## src/rtl/rstc_pkg.sv

```systemverilog
package rstc_pkg;

    typedef enum logic [1:0] {
        ST_RUN    = 2'd0,
        ST_PULL   = 2'd1,
        ST_HOLD   = 2'd2,
        ST_VECTOR = 2'd3
    } rstc_state_e;

    typedef enum logic [1:0] {
        SRC_PIN = 2'b00,
        SRC_WDT = 2'b01,
        SRC_OSC = 2'b10
    } rstc_src_e;

    typedef enum logic [1:0] {
        PM_NORMAL = 2'b00,
        PM_IDLE   = 2'b01,
        PM_PDOWN  = 2'b10
    } rstc_pm_e;

endpackage

```

## src/rtl/rstc_pin_sync.sv

```systemverilog
// Brings the reset pin into the clock domain and flags falling edges.
module rstc_pin_sync #(
    parameter int SYNC_STAGES = 2
) (
    input  logic clk,
    input  logic por_n,
    input  logic pin_in,
    output logic pin_low,
    output logic pin_fall
);

    logic [SYNC_STAGES-1:0] stage_q;
    logic                   prev_q;

    // synchroniser chain, each stage reset to the released (high) level
    for (genvar g = 0; g < SYNC_STAGES; g++) begin : g_stage
        if (g == 0) begin : g_first
            always_ff @(posedge clk or negedge por_n) begin
                if (!por_n) stage_q[g] <= 1'b1;
                else        stage_q[g] <= pin_in;
            end
        end else begin : g_next
            always_ff @(posedge clk or negedge por_n) begin
                if (!por_n) stage_q[g] <= 1'b1;
                else        stage_q[g] <= stage_q[g-1];
            end
        end
    end

    always_ff @(posedge clk or negedge por_n) begin
        if (!por_n) prev_q <= 1'b1;
        else        prev_q <= stage_q[SYNC_STAGES-1];
    end

    assign pin_low  = ~stage_q[SYNC_STAGES-1];
    assign pin_fall = prev_q & ~stage_q[SYNC_STAGES-1];

    // a synchronised fall lasts a single cycle
    assert_fall_single_R2: assert property (@(posedge clk) disable iff (!por_n)
        pin_fall |=> !pin_fall);

endmodule

```

## src/rtl/rstc_seq.sv

```systemverilog
// Reset sequencing state machine: pull-down stretch, level hold, vector strobe.
module rstc_seq
    import rstc_pkg::*;
#(
    parameter int          STATE_TIMES    = 16,
    parameter int          CLKS_PER_STATE = 2,
    parameter int          ADDR_W         = 16,
    parameter logic [15:0] VEC_ADDR       = 16'h2080
) (
    input  logic              clk,
    input  logic              por_n,
    input  logic              pin_low,
    input  logic              pin_fall,
    input  logic              wdt_req,
    input  logic              osc_req,
    output logic              pin_pull,
    output logic              core_rst,
    output logic              fetch_vld,
    output logic [ADDR_W-1:0] fetch_addr,
    output logic [1:0]        rst_src
);

    localparam int PULL_CLKS = STATE_TIMES * CLKS_PER_STATE;
    localparam int CNT_W     = (PULL_CLKS > 1) ? $clog2(PULL_CLKS) : 1;
    localparam logic [CNT_W-1:0] CNT_LAST = CNT_W'(PULL_CLKS - 1);

    rstc_state_e      state_q, state_d;
    rstc_src_e        src_q, src_d;
    logic [CNT_W-1:0] cnt_q;
    logic             trig;

    // any reset cause seen while running
    assign trig = wdt_req | osc_req | pin_fall;

    // state register
    always_ff @(posedge clk or negedge por_n) begin
        if (!por_n) state_q <= ST_HOLD;
        else        state_q <= state_d;
    end

    // next state
    always_comb begin
        state_d = state_q;
        unique case (state_q)
            ST_RUN:    if (trig)              state_d = ST_PULL;
            ST_PULL:   if (cnt_q == CNT_LAST) state_d = ST_HOLD;
            ST_HOLD:   if (!pin_low)          state_d = ST_VECTOR;
            ST_VECTOR:                        state_d = ST_RUN;
            default:                          state_d = ST_HOLD;
        endcase
    end

    // pull-down length counter, restarted on every entry to PULL
    always_ff @(posedge clk or negedge por_n) begin
        if (!por_n)                 cnt_q <= '0;
        else if (state_q != ST_PULL) cnt_q <= '0;
        else                        cnt_q <= cnt_q + 1'b1;
    end

    // reset cause: watchdog over oscillator over pin
    always_comb begin
        src_d = src_q;
        if (state_q == ST_RUN) begin
            if (wdt_req)       src_d = SRC_WDT;
            else if (osc_req)  src_d = SRC_OSC;
            else if (pin_fall) src_d = SRC_PIN;
        end
    end

    always_ff @(posedge clk or negedge por_n) begin
        if (!por_n) src_q <= SRC_PIN;
        else        src_q <= src_d;
    end

    // outputs
    always_comb begin
        pin_pull   = 1'b0;
        core_rst   = 1'b1;
        fetch_vld  = 1'b0;
        fetch_addr = '0;
        unique case (state_q)
            ST_RUN:    core_rst = 1'b0;
            ST_PULL:   pin_pull = 1'b1;
            ST_HOLD:   core_rst = 1'b1;
            ST_VECTOR: begin
                core_rst   = 1'b0;
                fetch_vld  = 1'b1;
                fetch_addr = ADDR_W'(VEC_ADDR);
            end
            default:   core_rst = 1'b1;
        endcase
    end

    assign rst_src = src_q;

    assert_pull_len_R3: assert property (@(posedge clk) disable iff (!por_n)
        (state_q == ST_PULL && cnt_q != CNT_LAST) |=> state_q == ST_PULL);

    assert_pull_end_R3: assert property (@(posedge clk) disable iff (!por_n)
        (state_q == ST_PULL && cnt_q == CNT_LAST) |=> state_q == ST_HOLD);

    assert_wdt_start_R4: assert property (@(posedge clk) disable iff (!por_n)
        (state_q == ST_RUN && wdt_req) |=> (state_q == ST_PULL && src_q == SRC_WDT));

    assert_no_retrig_R5: assert property (@(posedge clk) disable iff (!por_n)
        (state_q == ST_HOLD) |=> state_q != ST_PULL);

    assert_level_hold_R6: assert property (@(posedge clk) disable iff (!por_n)
        (state_q == ST_HOLD && pin_low) |=> core_rst);

    assert_vec_once_R7: assert property (@(posedge clk) disable iff (!por_n)
        fetch_vld |=> !fetch_vld);

    assert_src_ignore_R10: assert property (@(posedge clk) disable iff (!por_n)
        (state_q != ST_RUN) |=> $stable(src_q));

endmodule

```

## src/rtl/rstc_pwr.sv

```systemverilog
// Power-mode register; any reset returns it to normal mode.
module rstc_pwr
    import rstc_pkg::*;
(
    input  logic       clk,
    input  logic       por_n,
    input  logic       core_rst,
    input  logic       idle_req,
    input  logic       pdown_req,
    output logic [1:0] pwr_mode
);

    rstc_pm_e mode_q, mode_d;

    always_comb begin
        mode_d = mode_q;
        if (core_rst)                             mode_d = PM_NORMAL;
        else if (pdown_req)                       mode_d = PM_PDOWN;
        else if (idle_req && mode_q == PM_NORMAL) mode_d = PM_IDLE;
    end

    always_ff @(posedge clk or negedge por_n) begin
        if (!por_n) mode_q <= PM_NORMAL;
        else        mode_q <= mode_d;
    end

    assign pwr_mode = mode_q;

    assert_wake_R9: assert property (@(posedge clk) disable iff (!por_n)
        core_rst |=> mode_q == PM_NORMAL);

endmodule

```

## src/rtl/rst_pulse_ctrl.sv

```systemverilog
module rst_pulse_ctrl #(
    parameter int          SYNC_STAGES    = 2,
    parameter int          STATE_TIMES    = 16,
    parameter int          CLKS_PER_STATE = 2,
    parameter int          ADDR_W         = 16,
    parameter logic [15:0] VEC_ADDR       = 16'h2080
) (
    input  logic              clk,
    input  logic              por_n,
    input  logic              rst_pin_i,
    output logic              rst_pin_pd_o,
    input  logic              wdt_req_i,
    input  logic              osc_fail_req_i,
    input  logic              idle_req_i,
    input  logic              pdown_req_i,
    output logic              core_rst_o,
    output logic [1:0]        pwr_mode_o,
    output logic [1:0]        rst_src_o,
    output logic              fetch_vld_o,
    output logic [ADDR_W-1:0] fetch_addr_o
);

    logic pin_low;
    logic pin_fall;

    rstc_pin_sync #(
        .SYNC_STAGES(SYNC_STAGES)
    ) u_sync (
        .clk     (clk),
        .por_n   (por_n),
        .pin_in  (rst_pin_i),
        .pin_low (pin_low),
        .pin_fall(pin_fall)
    );

    rstc_seq #(
        .STATE_TIMES   (STATE_TIMES),
        .CLKS_PER_STATE(CLKS_PER_STATE),
        .ADDR_W        (ADDR_W),
        .VEC_ADDR      (VEC_ADDR)
    ) u_seq (
        .clk       (clk),
        .por_n     (por_n),
        .pin_low   (pin_low),
        .pin_fall  (pin_fall),
        .wdt_req   (wdt_req_i),
        .osc_req   (osc_fail_req_i),
        .pin_pull  (rst_pin_pd_o),
        .core_rst  (core_rst_o),
        .fetch_vld (fetch_vld_o),
        .fetch_addr(fetch_addr_o),
        .rst_src   (rst_src_o)
    );

    rstc_pwr u_pwr (
        .clk      (clk),
        .por_n    (por_n),
        .core_rst (core_rst_o),
        .idle_req (idle_req_i),
        .pdown_req(pdown_req_i),
        .pwr_mode (pwr_mode_o)
    );

    // code 11 is never a valid reset cause
    assert_src_code_R8: assert property (@(posedge clk) disable iff (!por_n)
        rst_src_o != 2'b11);

endmodule

```

## config.mk

```make
export PLATFORM = sky130hd
export DESIGN_NAME = rst_pulse_ctrl
export DESIGN_NICKNAME = d
export VERILOG_FILES = /design/src/rtl/rstc_pkg.sv /design/src/rtl/rstc_pin_sync.sv /design/src/rtl/rstc_seq.sv /design/src/rtl/rstc_pwr.sv /design/src/rtl/rst_pulse_ctrl.sv
export SDC_FILE = /design/constraint.sdc
export NUM_CORES = 1
export LEC_CHECK = 0
export BUFFER_PORTS_ARGS = -buffer_cell sky130_fd_sc_hd__buf_2
export CAP_MARGIN = 20
export CORE_ASPECT_RATIO = 0.9
export CORE_UTILIZATION = 45
export DETAILED_ROUTE_END_ITERATION = 7
export PLACE_DENSITY = 0.75
export SLEW_MARGIN = 20
export SYNTH_ARGS = -nofsm -noshare
export SYNTH_HDL_FRONTEND = slang
export SYNTH_HIERARCHICAL = 1
export SYNTH_SLANG_ARGS = --single-unit
```

## constraint.sdc

```tcl
create_clock -name clk -period 2.1 [get_ports clk]
set_clock_uncertainty 0.2 [all_clocks]
set_input_delay 0.42 -clock clk [delete_from_list [all_inputs] [get_ports clk]]
set_output_delay 0.42 -clock clk [all_outputs]
set_load 0.1 [all_outputs]
```

---- Word-level counts from Yosys, hierarchy flattened ----
Index checks and enable logic that the tools add are counted.
word-level totals
  bits in registers ....................... 14
  input port bits ......................... 7
  output and inout port bits .............. 23
cells by class
  add/sub/neg operators ................... 1
  eq/ne operators ......................... 9
  muxes and demuxes ....................... 15
  bitwise logic cells ..................... 4
  reductions and logical operators ........ 7
operator list
  operator                                       count
  2-to-1 mux 2 bit                               9
  2-to-1 mux 14 bit                              1
  case mux 2 bit (4 select lines)                1
  != test 2 x 1 -> 1 bit, second input constant  3
  adder 5 x 1 -> 5 bit, second input constant    1
  == test 5 bit, second input constant           1
  2-to-1 mux 5 bit                               1
  == test 2 bit, second input constant           2
  zero test 2 bit                                2
  2-to-1 mux 1 bit                               3
  != test 3 x 1 -> 1 bit, second input constant  1
  AND reduction 3 bit                            1
  nonzero test 3 bit                             1
  == test 2 x 1 -> 1 bit, second input constant  1
  != test 2 bit, second input constant           1
  bitwise OR 1 bit                               2
  AND reduction 2 bit                            1
  OR reduction 2 bit                             1
  AND 1 bit                                      1
  logical AND 1 bit                              1
  NOT 1 bit                                      1

---- Depth between registers and ports, before layout ----
Gate-level depths: netlist of run 1.
  depth after elaboration ................. 5
  mapped depth ............................ 6

---- By module ----
Netlist of run 1, hierarchy kept.
modules (own cells, without submodules)
  module         instances  cells each  area each (um^2)  seq. area each (um^2)
  rstc_seq       1          55          589.3             226.5
  rstc_pin_sync  1          5           88.8              78.8
  rstc_pwr       1          7           75.1              50.0

---- Worst setup path before layout of run 1 ----
Ideal clock, no wire load.
  kind .................................... flip-flop to output port
  from .................................... register u_seq.state_q[1]
  to ...................................... output fetch_addr_o[13]
  data arrival time ....................... 1778 ps
  required time ........................... 1480 ps
  setup slack ............................. -298 ps
  cell stages (with the launch flop) ...... 3
  path buffers ............................ 1
  cells stage by stage .................... dfstp_2 ha_1 buf_4
on the way
  word-level cells in the longest chain between the ends .. 2
RTL lines
  element                 RTL line              source
  start, declared         rstc_seq.sv:27        rstc_state_e state_q, state_d;
  start signal, assigned  rstc_seq.sv:38        else state_q <= state_d;
  == test 2 bit           rstc_seq.sv:81        unique case (state_q)
  2-to-1 mux 14 bit       rstc_seq.sv:81
  end, declared           rst_pulse_ctrl.sv:20  output logic [ADDR_W-1:0] fetch_addr_o
No other way between the ends.

---- Worst setup path after layout of run 1 ----
  from .................................... register u_seq.state_q[1]
  to ...................................... output core_rst_o
on the way
  word-level cells in the longest chain between the ends .. 3
RTL lines
  element                                           RTL line              source
  == test 2 bit or zero test 2 bit (tied branches)  rstc_seq.sv:81
  OR reduction 2 bit (no source line) *             -
  2-to-1 mux 1 bit *                                rstc_seq.sv:81
  end, declared                                     rst_pulse_ctrl.sv:16  output logic core_rst_o,
Every way passes the cells marked *; elsewhere a longest branch is shown, timed or not.

==> results.cfg, run 1 <==
[status]
outcome = finished clean

[synthesis]
compound_gate_portion_of_the_synthesized_area = 0.0615
ys_seq_elements = 14
post_synthesis_share_of_cell_area_spent_on_full_adders_half_adders_and_majority_gates = 0.116
cell_taking_the_most_area_after_synthesis = dfrtp_1
post_synthesis_mux_area_share = 0.0332
syn-mean-instance-area_um2 = 11.2
synth_sequential_area_ratio = 0.472
netlist_area_um2 = 753
yosys_warnings = 6
synthSimpleGateAreaFrac = 0.105
synth.lib_cells_used.distinct = 22
synthXorXnorAreaFrac = 0.0233
synth_top_cells_by_area = dfrtp_1, buf_4, dfstp_2
synth_top_area_share = 0.332
synth_cells = 67
synth_top_family_by_area = buffers and inverters

[clock_tree]
tritoncts_clock_tree = built
cts.path.max_buffers = 2
cts.htree.levels = 1
clock-root-buffer = clkbuf_4
worst_skew_pair_latency_ps = 280
clk_pin_slew_worst_paths_ps = 80
clkSinkCount = 14
cts_made_buffers = 3

[sta]
final_hold_viol_count = 0
fmax_mhz = 499
maxSlewViolCount = 0
timing.setup.tns_ps = 0
rsz_0062_raised_after_global_routing = no
finalSetupViolCount = 0
period_minus_slack_ps = 2000
layout_worst_path_cycle_share = 0.953

[setup_path]
critical_path.cell_chain = inv_2 -> ha_4 -> buf_12
arrival_ps = 1380
timing.critical_path.slowest_cell_delay_ps = 570
worstSetupStartpointType = register
critical_path_required_ps = 1480
critical_path.endpoint_type = output port
timing.setup.critical_path_class = register to output port
r2r_cell_count = 5
cpMaxStageDelayCell = dfstp_2
critical_path_peak_fanout = 4

[detailed_routing]
detail_route.drc_violations = 0
drt-total-wl_mm = 1.04
routed-via-count = 447
initialDrtViolationCount = 5
router_iterations_before_antenna_repair = 2
routed_wire_length_per_instance_um = 9.73
post_drt_via_cell_ratio = 4.18
detail-route-antenna-nets = 0

[place]
io_buffer_count = 15
detailed_place_hpwl_um = 820
gp_congestion = 0.683

[min_path]
worstHoldPathType = primary input to register
timing.hold.worst_path_depth = 1

[final_layout]
fillCellCount = 129
antenna_cells_inserted = 0
flow.area_growth_from_synthesis_pct = 16.9
drive_gt1_frac = 0.341
design.final.nets = 100

[floorplanning]
num_io_pins = 30
die_area_um2 = 1840
die-width_um = 45.1
initial_core_util = 0.503
floorplan.core_area_um2 = 1500
placement_rows = 13
floorplan.die.height_um = 40.8

[global_route]
grt_util_all_layers = 0.150
grt_first_pass_wirelength_mm = 1.80
global_route.overflow_total = 0
grt_start_max_net_pins = 15
number_of_global_route_vias_before_repair = 406
initial_antenna_violation_count = 0

[job]
max-cap-violations = 0
-- cell usage after synthesis (all sizes together) --
master,number
a221o,1
a22o,1
a2bb2oi,1
and2,4
and3,1
buf,16
conb,1
dfrtp,10
dfstp,4
ha,7
inv,5
mux2,1
mux2i,1
nand3,1
nor2,4
nor2b,3
nor4b,1
o21a,1
o21ai,1
o22ai,1
xnor2,1
xor2,1
-- through the flow --
step / util / cells / setup slack (ps) / hold WS (ps) / instance area [um2]
after floorplan: - / 80 / 1.41 / -75.6 / 807
after global placement: 0.538 / 101 / 229 / 125 / 805
after detailed placement: 0.538 / 101 / 190 / 125 / 805
after CTS: 0.579 / 106 / 13.0 / 17.8 / 866
final: 0.589 / 107 / 97.8 / 31.7 / 881
after global routing: 0.589 / 107 / 29.0 / 6.59 / 881
-- worst max-delay path, delay by kind of cell, from the launching register on --
kind	cells	cell delay [ps]
adder cells (fa/ha/maj)	1	290
buffers and inverters	2	240
flip-flops	1	570
-- flip-flops by register name (all words and copies together) (netlist names) --
signal,flops
u_pwr/pwr_mode,2
u_seq/cnt_q,5
u_seq/rst_src,2
u_seq/state_q,2
u_sync/prev_q,1
u_sync/stage_q,2
-- layout make-up --
type,count,area [um2],share of cell area
inverters,5,18.8,0.0213
clock buffers,4,36.3,0.0412
flip-flops and latches,14,355,0.403
repair buffers,17,118,0.134
multi-input cells,45,325,0.369
well taps,22,27.5,0.0312
-- routing by layer --
| layer | vias to the layer above | routed length [um] | global-route usage |
|---|---|---|---|
| met3 | 3 | 84 | 0.0661 |
| met2 | 20 | 507 | 0.250 |
| met1 | 202 | 434 | 0.167 |
| met5 | - | 0 | 0 |
| met4 | 0 | 14 | 0.0682 |
| li1 | 222 | - | - |
-- layout by cell type (no fill, tap or decap) --
cell type | synthesis | routed
conb_1 | 1 | 14
buf_2 | 0 | 10
dfrtp_1 | 10 | 10
clkbuf_4 | 0 | 6
nor2_1 | 4 | 4
and2_1 | 4 | 4
inv_1 | 5 | 4
ha_1 | 7 | 4
dfstp_2 | 4 | 4
nor2b_1 | 3 | 3
buf_4 | 16 | 2
ha_2 | 0 | 2
clkbuf_8 | 0 | 1
dlygate4sd3_1 | 0 | 1
buf_12 | 0 | 1
o21a_1 | 1 | 1
nand3_1 | 1 | 1
xnor2_1 | 1 | 1
xor2_1 | 1 | 1
and3_1 | 1 | 1
inv_2 | 0 | 1
nor4b_1 | 1 | 1
a221o_1 | 1 | 1
mux2_4 | 1 | 1
a2bb2oi_1 | 1 | 1
o22ai_1 | 1 | 1
mux2i_1 | 1 | 1
o21ai_0 | 1 | 1
a22o_1 | 1 | 1
ha_4 | 0 | 1
-- timing repair --
action,4_1_cts,5_1_grt
hold buffers,1,0
endpoints found under the hold margin,10,0
gates resized for setup,2,4
buffers inserted,0,1
endpoints found under the setup margin,1,5
-- path summary, 6_finish.rpt --
kind / startpoint / end / slack, ps
worst min-delay path: rst_pin_i / u_sync/stage_q[0]$_DFF_PN1_ / 30
min in group asynchronous: por_n / u_pwr/pwr_mode[0]$_DFFE_PN0P_ / 350
max in group asynchronous: por_n / u_sync/prev_q$_DFF_PN1_ / 1070
worst max-delay path: u_seq/state_q[1]$_DFFE_PN1P_ / core_rst_o / 100
worst max register to register: u_seq/state_q[1]$_DFFE_PN1P_ / u_seq/state_q[1]$_DFFE_PN1P_ / 180
worst min register to register: u_sync/stage_q[0]$_DFF_PN1_ / u_sync/stage_q[1]$_DFF_PN1_ / 160
-- cell families after synthesis --
group | after synthesis
other | 1
AO/OA/AOI/OAI | 6
buffers and inverters | 21
AND/OR/NAND/NOR | 14
flip-flops | 14
XOR/XNOR | 2
adder cells (fa/ha/maj) | 7
multiplexers | 2
Power of run 1 is left out: the tool's default activity adds up to more than one toggle a clock period on the data nets, which glitch-free logic cannot reach.
==> inputs of run 2 (changes only) <==
--- a/config.mk
+++ b/config.mk
@@ -7,3 +7,3 @@
 export LEC_CHECK = 0
-export BUFFER_PORTS_ARGS = -buffer_cell sky130_fd_sc_hd__buf_2
+export BUFFER_PORTS_ARGS = -buffer_cell sky130_fd_sc_hd__buf_4
 export CAP_MARGIN = 20
--- a/constraint.sdc
+++ b/constraint.sdc
@@ -4,2 +4,2 @@
 set_output_delay 0.42 -clock clk [all_outputs]
-set_load 0.1 [all_outputs]
+set_load 0.01 [all_outputs]
==> results.cfg, run 2 (synthesis results as in run 1) <==
[pwr]
power_report.internal_total_mw = 0.694
power.share.combinational = 0.478
power_switching_mw = 0.374
irDropWorstVdd_uv = 657
power_frac_seq = 0.378
cellPowerDensity_nw_per_um2 = 1240
share_clk_of_total_power = 0.144
design_power_total_mw = 1.07
power.switching_fraction = 0.350
leakage_power_total_nw = 0.467

[setup_path]
arrival_ps = 1390
critical_path_required_ps = 1480
cpLargestDelayFamily = flip-flops
timing.setup.critical_path_class = register to output port
timing.critical_path.slowest_cell_delay_ps = 560
path_depth = 3
critical_path.endpoint_type = output port
worstSetupStartpointType = register
critical_path.cell_chain = inv_1 -> ha_1 -> buf_4
timing.critical_path.buf_inv = 2
cpMaxStageDelayCell = dfstp_2
r2r_cell_count = 5
critical_path_peak_fanout = 4

[final_layout]
mostFrequentLayoutCell = buf_4
design.final.nets = 99
flow.area_growth_from_synthesis_pct = 14.0
antenna_cells_inserted = 0
largest_register = u_seq/cnt_q
largest_register_ff_count = 5
layout.cells.most_common_list = buf_4, conb_1, dfrtp_1
fillCellCount = 140
drive_gt1_frac = 0.274
fin_util = 0.574
number_of_standard_cells_in_the_final_layout_excluding_fillers = 106

[clock_tree]
post_cts_resize_count = 0
tritoncts_clock_tree = built
cts_made_buffers = 3
worst_skew_pair_latency_ps = 280
clock-root-buffer = clkbuf_4
cts.htree.levels = 1
cts.path.max_buffers = 2
clkSinkCount = 14
clk_pin_slew_worst_paths_ps = 70

[floorplanning]
placement_rows = 13
floorplan.core_area_um2 = 1500
die_area_um2 = 1840
initial_core_util = 0.503
floorplan.die.height_um = 40.8
die-width_um = 45.1
num_io_pins = 30

[detailed_routing]
detail-route-antenna-nets = 0
route.top_layer_used = met4
drt-total-wl_mm = 1.08
router_iterations_before_antenna_repair = 2
met2WireLength_um = 529
routed-via-count = 451
wirelength_met1_um = 479
post_drt_via_cell_ratio = 4.25
detail_route.drc_violations = 0
routed_wire_length_per_instance_um = 10.2
wl_met3_um = 58
initialDrtViolationCount = 2

[sta]
fmax_mhz = 498
rsz_0062_raised_after_global_routing = no
period_minus_slack_ps = 2010
maxSlewViolCount = 0
finalSetupViolCount = 0
worst_slack_ps = 91.7
layout_worst_path_cycle_share = 0.956
timing.setup.tns_ps = 0
final_hold_viol_count = 0

[min_path]
timing.hold.worst_path_depth = 1
worstHoldPathType = primary input to register

[global_route]
number_of_global_route_vias_before_repair = 419
initial_antenna_violation_count = 0
grt_util_all_layers = 0.146
global_route.overflow_total = 0
grt_first_pass_wirelength_mm = 1.72
grt_start_max_net_pins = 15

[place]
placed_cells = 101
detailed_place_hpwl_um = 865
io_buffer_count = 15
gp_congestion = 0.714
place_worst_setup_slack_ps = 194

[job]
max-cap-violations = 0

[status]
outcome = finished clean
## run 2: layout make-up
| type | count | area, um2 | share of cell area |
|---|---|---|---|
| Inverter | 5 | 18.8 | 0.0219 |
| Clock buffer | 4 | 26.3 | 0.0306 |
| Sequential cell | 14 | 355 | 0.414 |
| Multi-Input combinational cell | 45 | 308 | 0.359 |
| Tap cell | 22 | 27.5 | 0.0321 |
| Timing Repair Buffer | 16 | 123 | 0.143 |
## run 2: worst paths after layout
| check | from | end | slack (ps) |
|---|---|---|---|
| setup / recovery | u_seq/state_q[1]$_DFFE_PN1P_ | core_rst_o | 90 |
| setup reg to reg | u_seq/state_q[1]$_DFFE_PN1P_ | u_seq/state_q[1]$_DFFE_PN1P_ | 180 |
| min in group asynchronous | por_n | u_seq/cnt_q[2]$_DFF_PN0_ | 320 |
| hold reg to reg | u_sync/stage_q[0]$_DFF_PN1_ | u_sync/stage_q[1]$_DFF_PN1_ | 150 |
| max in group asynchronous | por_n | u_seq/state_q[1]$_DFFE_PN1P_ | 1130 |
| hold / removal | rst_pin_i | u_sync/stage_q[0]$_DFF_PN1_ | 50 |
## run 2: stage by stage
step           instance area, um2  hold slack (ps)
2_1_floorplan                 802            -75.6
3_3_place_gp                  822             75.6
3_5_place_dp                  822             74.5
4_1_cts                       858             32.9
5_1_grt                       858             33.2
6_report                      858             49.2
## run 2: power by group through the flow
stage | Combinational, mW | Sequential [mW] | Clock (mW)
2_1_floorplan | 0.343 | 0.416 | 0
3_3_place_gp | 0.502 | 0.405 | 0
3_5_place_dp | 0.510 | 0.410 | 0
4_1_cts | 0.515 | 0.404 | 0.163
5_1_grt | 0.570 | 0.415 | 0.172
6_report | 0.510 | 0.404 | 0.154
## run 2: repair_timing
action / CTS / global route
endpoints found under the setup margin: 0 / 0
hold endpoints to repair: 14 / 0
buffers inserted: 0 / 0
hold buffers: 1 / 0
## run 2: per-layer routing
layer / track usage / vias up
met2: 0.254 / 18
met1: 0.155 / 210
met3: 0.0661 / 2
met5: 0 / -
li1: - / 221
met4: 0.0682 / 0
Power figures use the tool's default switching activity.
==> inputs of run 3 (changes only) <==
Settings changed: CTS_BUF_LIST from default to sky130_fd_sc_hd__clkbuf_4.
==> results.cfg, run 3 (synthesis results as in run 1) <==
[status]
outcome = finished clean

[clock_tree]
clkSinkCount = 14
cts_made_buffers = 3
post_cts_resize_count = 0
worst_skew_pair_latency_ps = 280
cts.htree.levels = 1
cts_post_setup_buffers_inserted = 0
clk_pin_slew_worst_paths_ps = 70
clock-root-buffer = clkbuf_4
post_cts_hold_buffer_count = 1
tritoncts_clock_tree = built
cts.path.max_buffers = 2

[global_route]
grt_util_all_layers = 0.149
grt_start_max_net_pins = 15
grt_first_pass_wirelength_mm = 1.73
number_of_global_route_vias_before_repair = 419
global_route.overflow_total = 0
initial_antenna_violation_count = 0

[setup_path]
timing.setup.critical_path_class = register to output port
worstSetupStartpointType = register
worst_r2r_endpoint = u_seq/state_q[1]$_DFFE_PN1P_
r2r_cell_count = 5
critical_path_required_ps = 1480
setup.reg_to_reg.worst_slack_ps = 180
critical_path.reg2reg.startpoint = u_seq/state_q[1]$_DFFE_PN1P_
critical_path_peak_fanout = 4
critical_path.endpoint_type = output port
arrival_ps = 1390

[place]
placedInstanceArea_um2 = 822
io_buffer_count = 15
gp_congestion = 0.714
detailed_place_hpwl_um = 865

[sta]
final_hold_viol_count = 0
fmax_mhz = 498
finalSetupViolCount = 0
maxSlewViolCount = 0
period_minus_slack_ps = 2010
layout_worst_path_cycle_share = 0.957
rsz_0062_raised_after_global_routing = no
timing.setup.tns_ps = 0

[detailed_routing]
routed_wire_length_per_instance_um = 10.1
routed-via-count = 456
post_drt_via_cell_ratio = 4.30
drt-total-wl_mm = 1.07
detail-route-antenna-nets = 0
detail_route.drc_violations = 0
router_iterations_before_antenna_repair = 3
initialDrtViolationCount = 4

[floorplanning]
placement_rows = 13
die_area_um2 = 1840
num_io_pins = 30
floorplan.core_area_um2 = 1500
floorplan.die.height_um = 40.8
die-width_um = 45.1
initial_core_util = 0.503

[pwr]
cellPowerDensity_nw_per_um2 = 1250
leakage_power_total_nw = 0.471
irDropWorstVdd_uv = 700
design_power_total_mw = 1.08

[final_layout]
design.final.nets = 99
fillCellCount = 138
antenna_cells_inserted = 0
largest_register = u_seq/cnt_q
layout.cells.most_common_list = buf_4, conb_1, dfrtp_1
largest_register_ff_count = 5
post-route-cell-area_um2 = 862
flow.area_growth_from_synthesis_pct = 14.5
drive_gt1_frac = 0.286
mostFrequentLayoutCell = buf_4

[min_path]
timing.hold.worst_path_depth = 1
min-delay-start = rst_pin_i
min_to = u_sync/stage_q[0]$_DFF_PN1_
worstHoldPathType = primary input to register

[job]
max-cap-violations = 0
run 3: cell counts in the layout (fill, tap and decap cells not counted):
Identical to the previous run, type by type.
run 3: where the power goes:
part	leakage (nW)	internal (mW)	switching, mW
sequential	0.172	0.354	0.0504
combinational	0.280	0.266	0.243
clock	0.0184	0.0866	0.0798
run 3: per-stage QoR:
step	utilization	hold slack [ps]	instances	setup WS [ps]
floorplan	-	-75.6	80	275
global placement	0.549	75.6	101	228
detailed placement	0.549	74.5	101	194
CTS	0.576	34.9	106	72.4
global route	0.576	27.8	106	7.54
finish	0.576	48.7	106	91.2
run 3: worst max path at each step:
stage | start | endpoint | slack [ps] | cells past startpoint
after floorplan | u_seq/state_q[1]$_DFFE_PN1P_ | u_seq/state_q[1]$_DFFE_PN1P_ | 280 | 5
after global placement | u_seq/state_q[1]$_DFFE_PN1P_ | u_seq/state_q[1]$_DFFE_PN1P_ | 230 | 5
after detailed placement | u_seq/state_q[1]$_DFFE_PN1P_ | u_seq/state_q[1]$_DFFE_PN1P_ | 190 | 5
after CTS | u_seq/state_q[1]$_DFFE_PN1P_ | core_rst_o | 70 | 3
after global routing | u_seq/state_q[1]$_DFFE_PN1P_ | core_rst_o | 8 | 3
final | u_seq/state_q[1]$_DFFE_PN1P_ | core_rst_o | 90 | 3
run 3: critical path, cell delays in order, from the launching register on:
cell	delay, ps
dfstp_2	560
inv_1	70
ha_1	320
buf_4	160
run 3: cell type report:
type                       count  area, um2  share of cell area
timing repair buffer          16        123               0.142
multi-input combinational     45        308               0.357
inverter                       5       18.8              0.0218
tap                           22       27.5              0.0319
sequential                    14        355               0.412
clock buffer                   4       30.0              0.0348
run 3: layer usage:
layer,GRT usage,vias up,part of all wire
met3,0.0793,2,0.064
met1,0.155,215,0.43
met4,0.0682,0,0.0093
li1,-,220,-
met2,0.254,19,0.49
met5,0,-,0
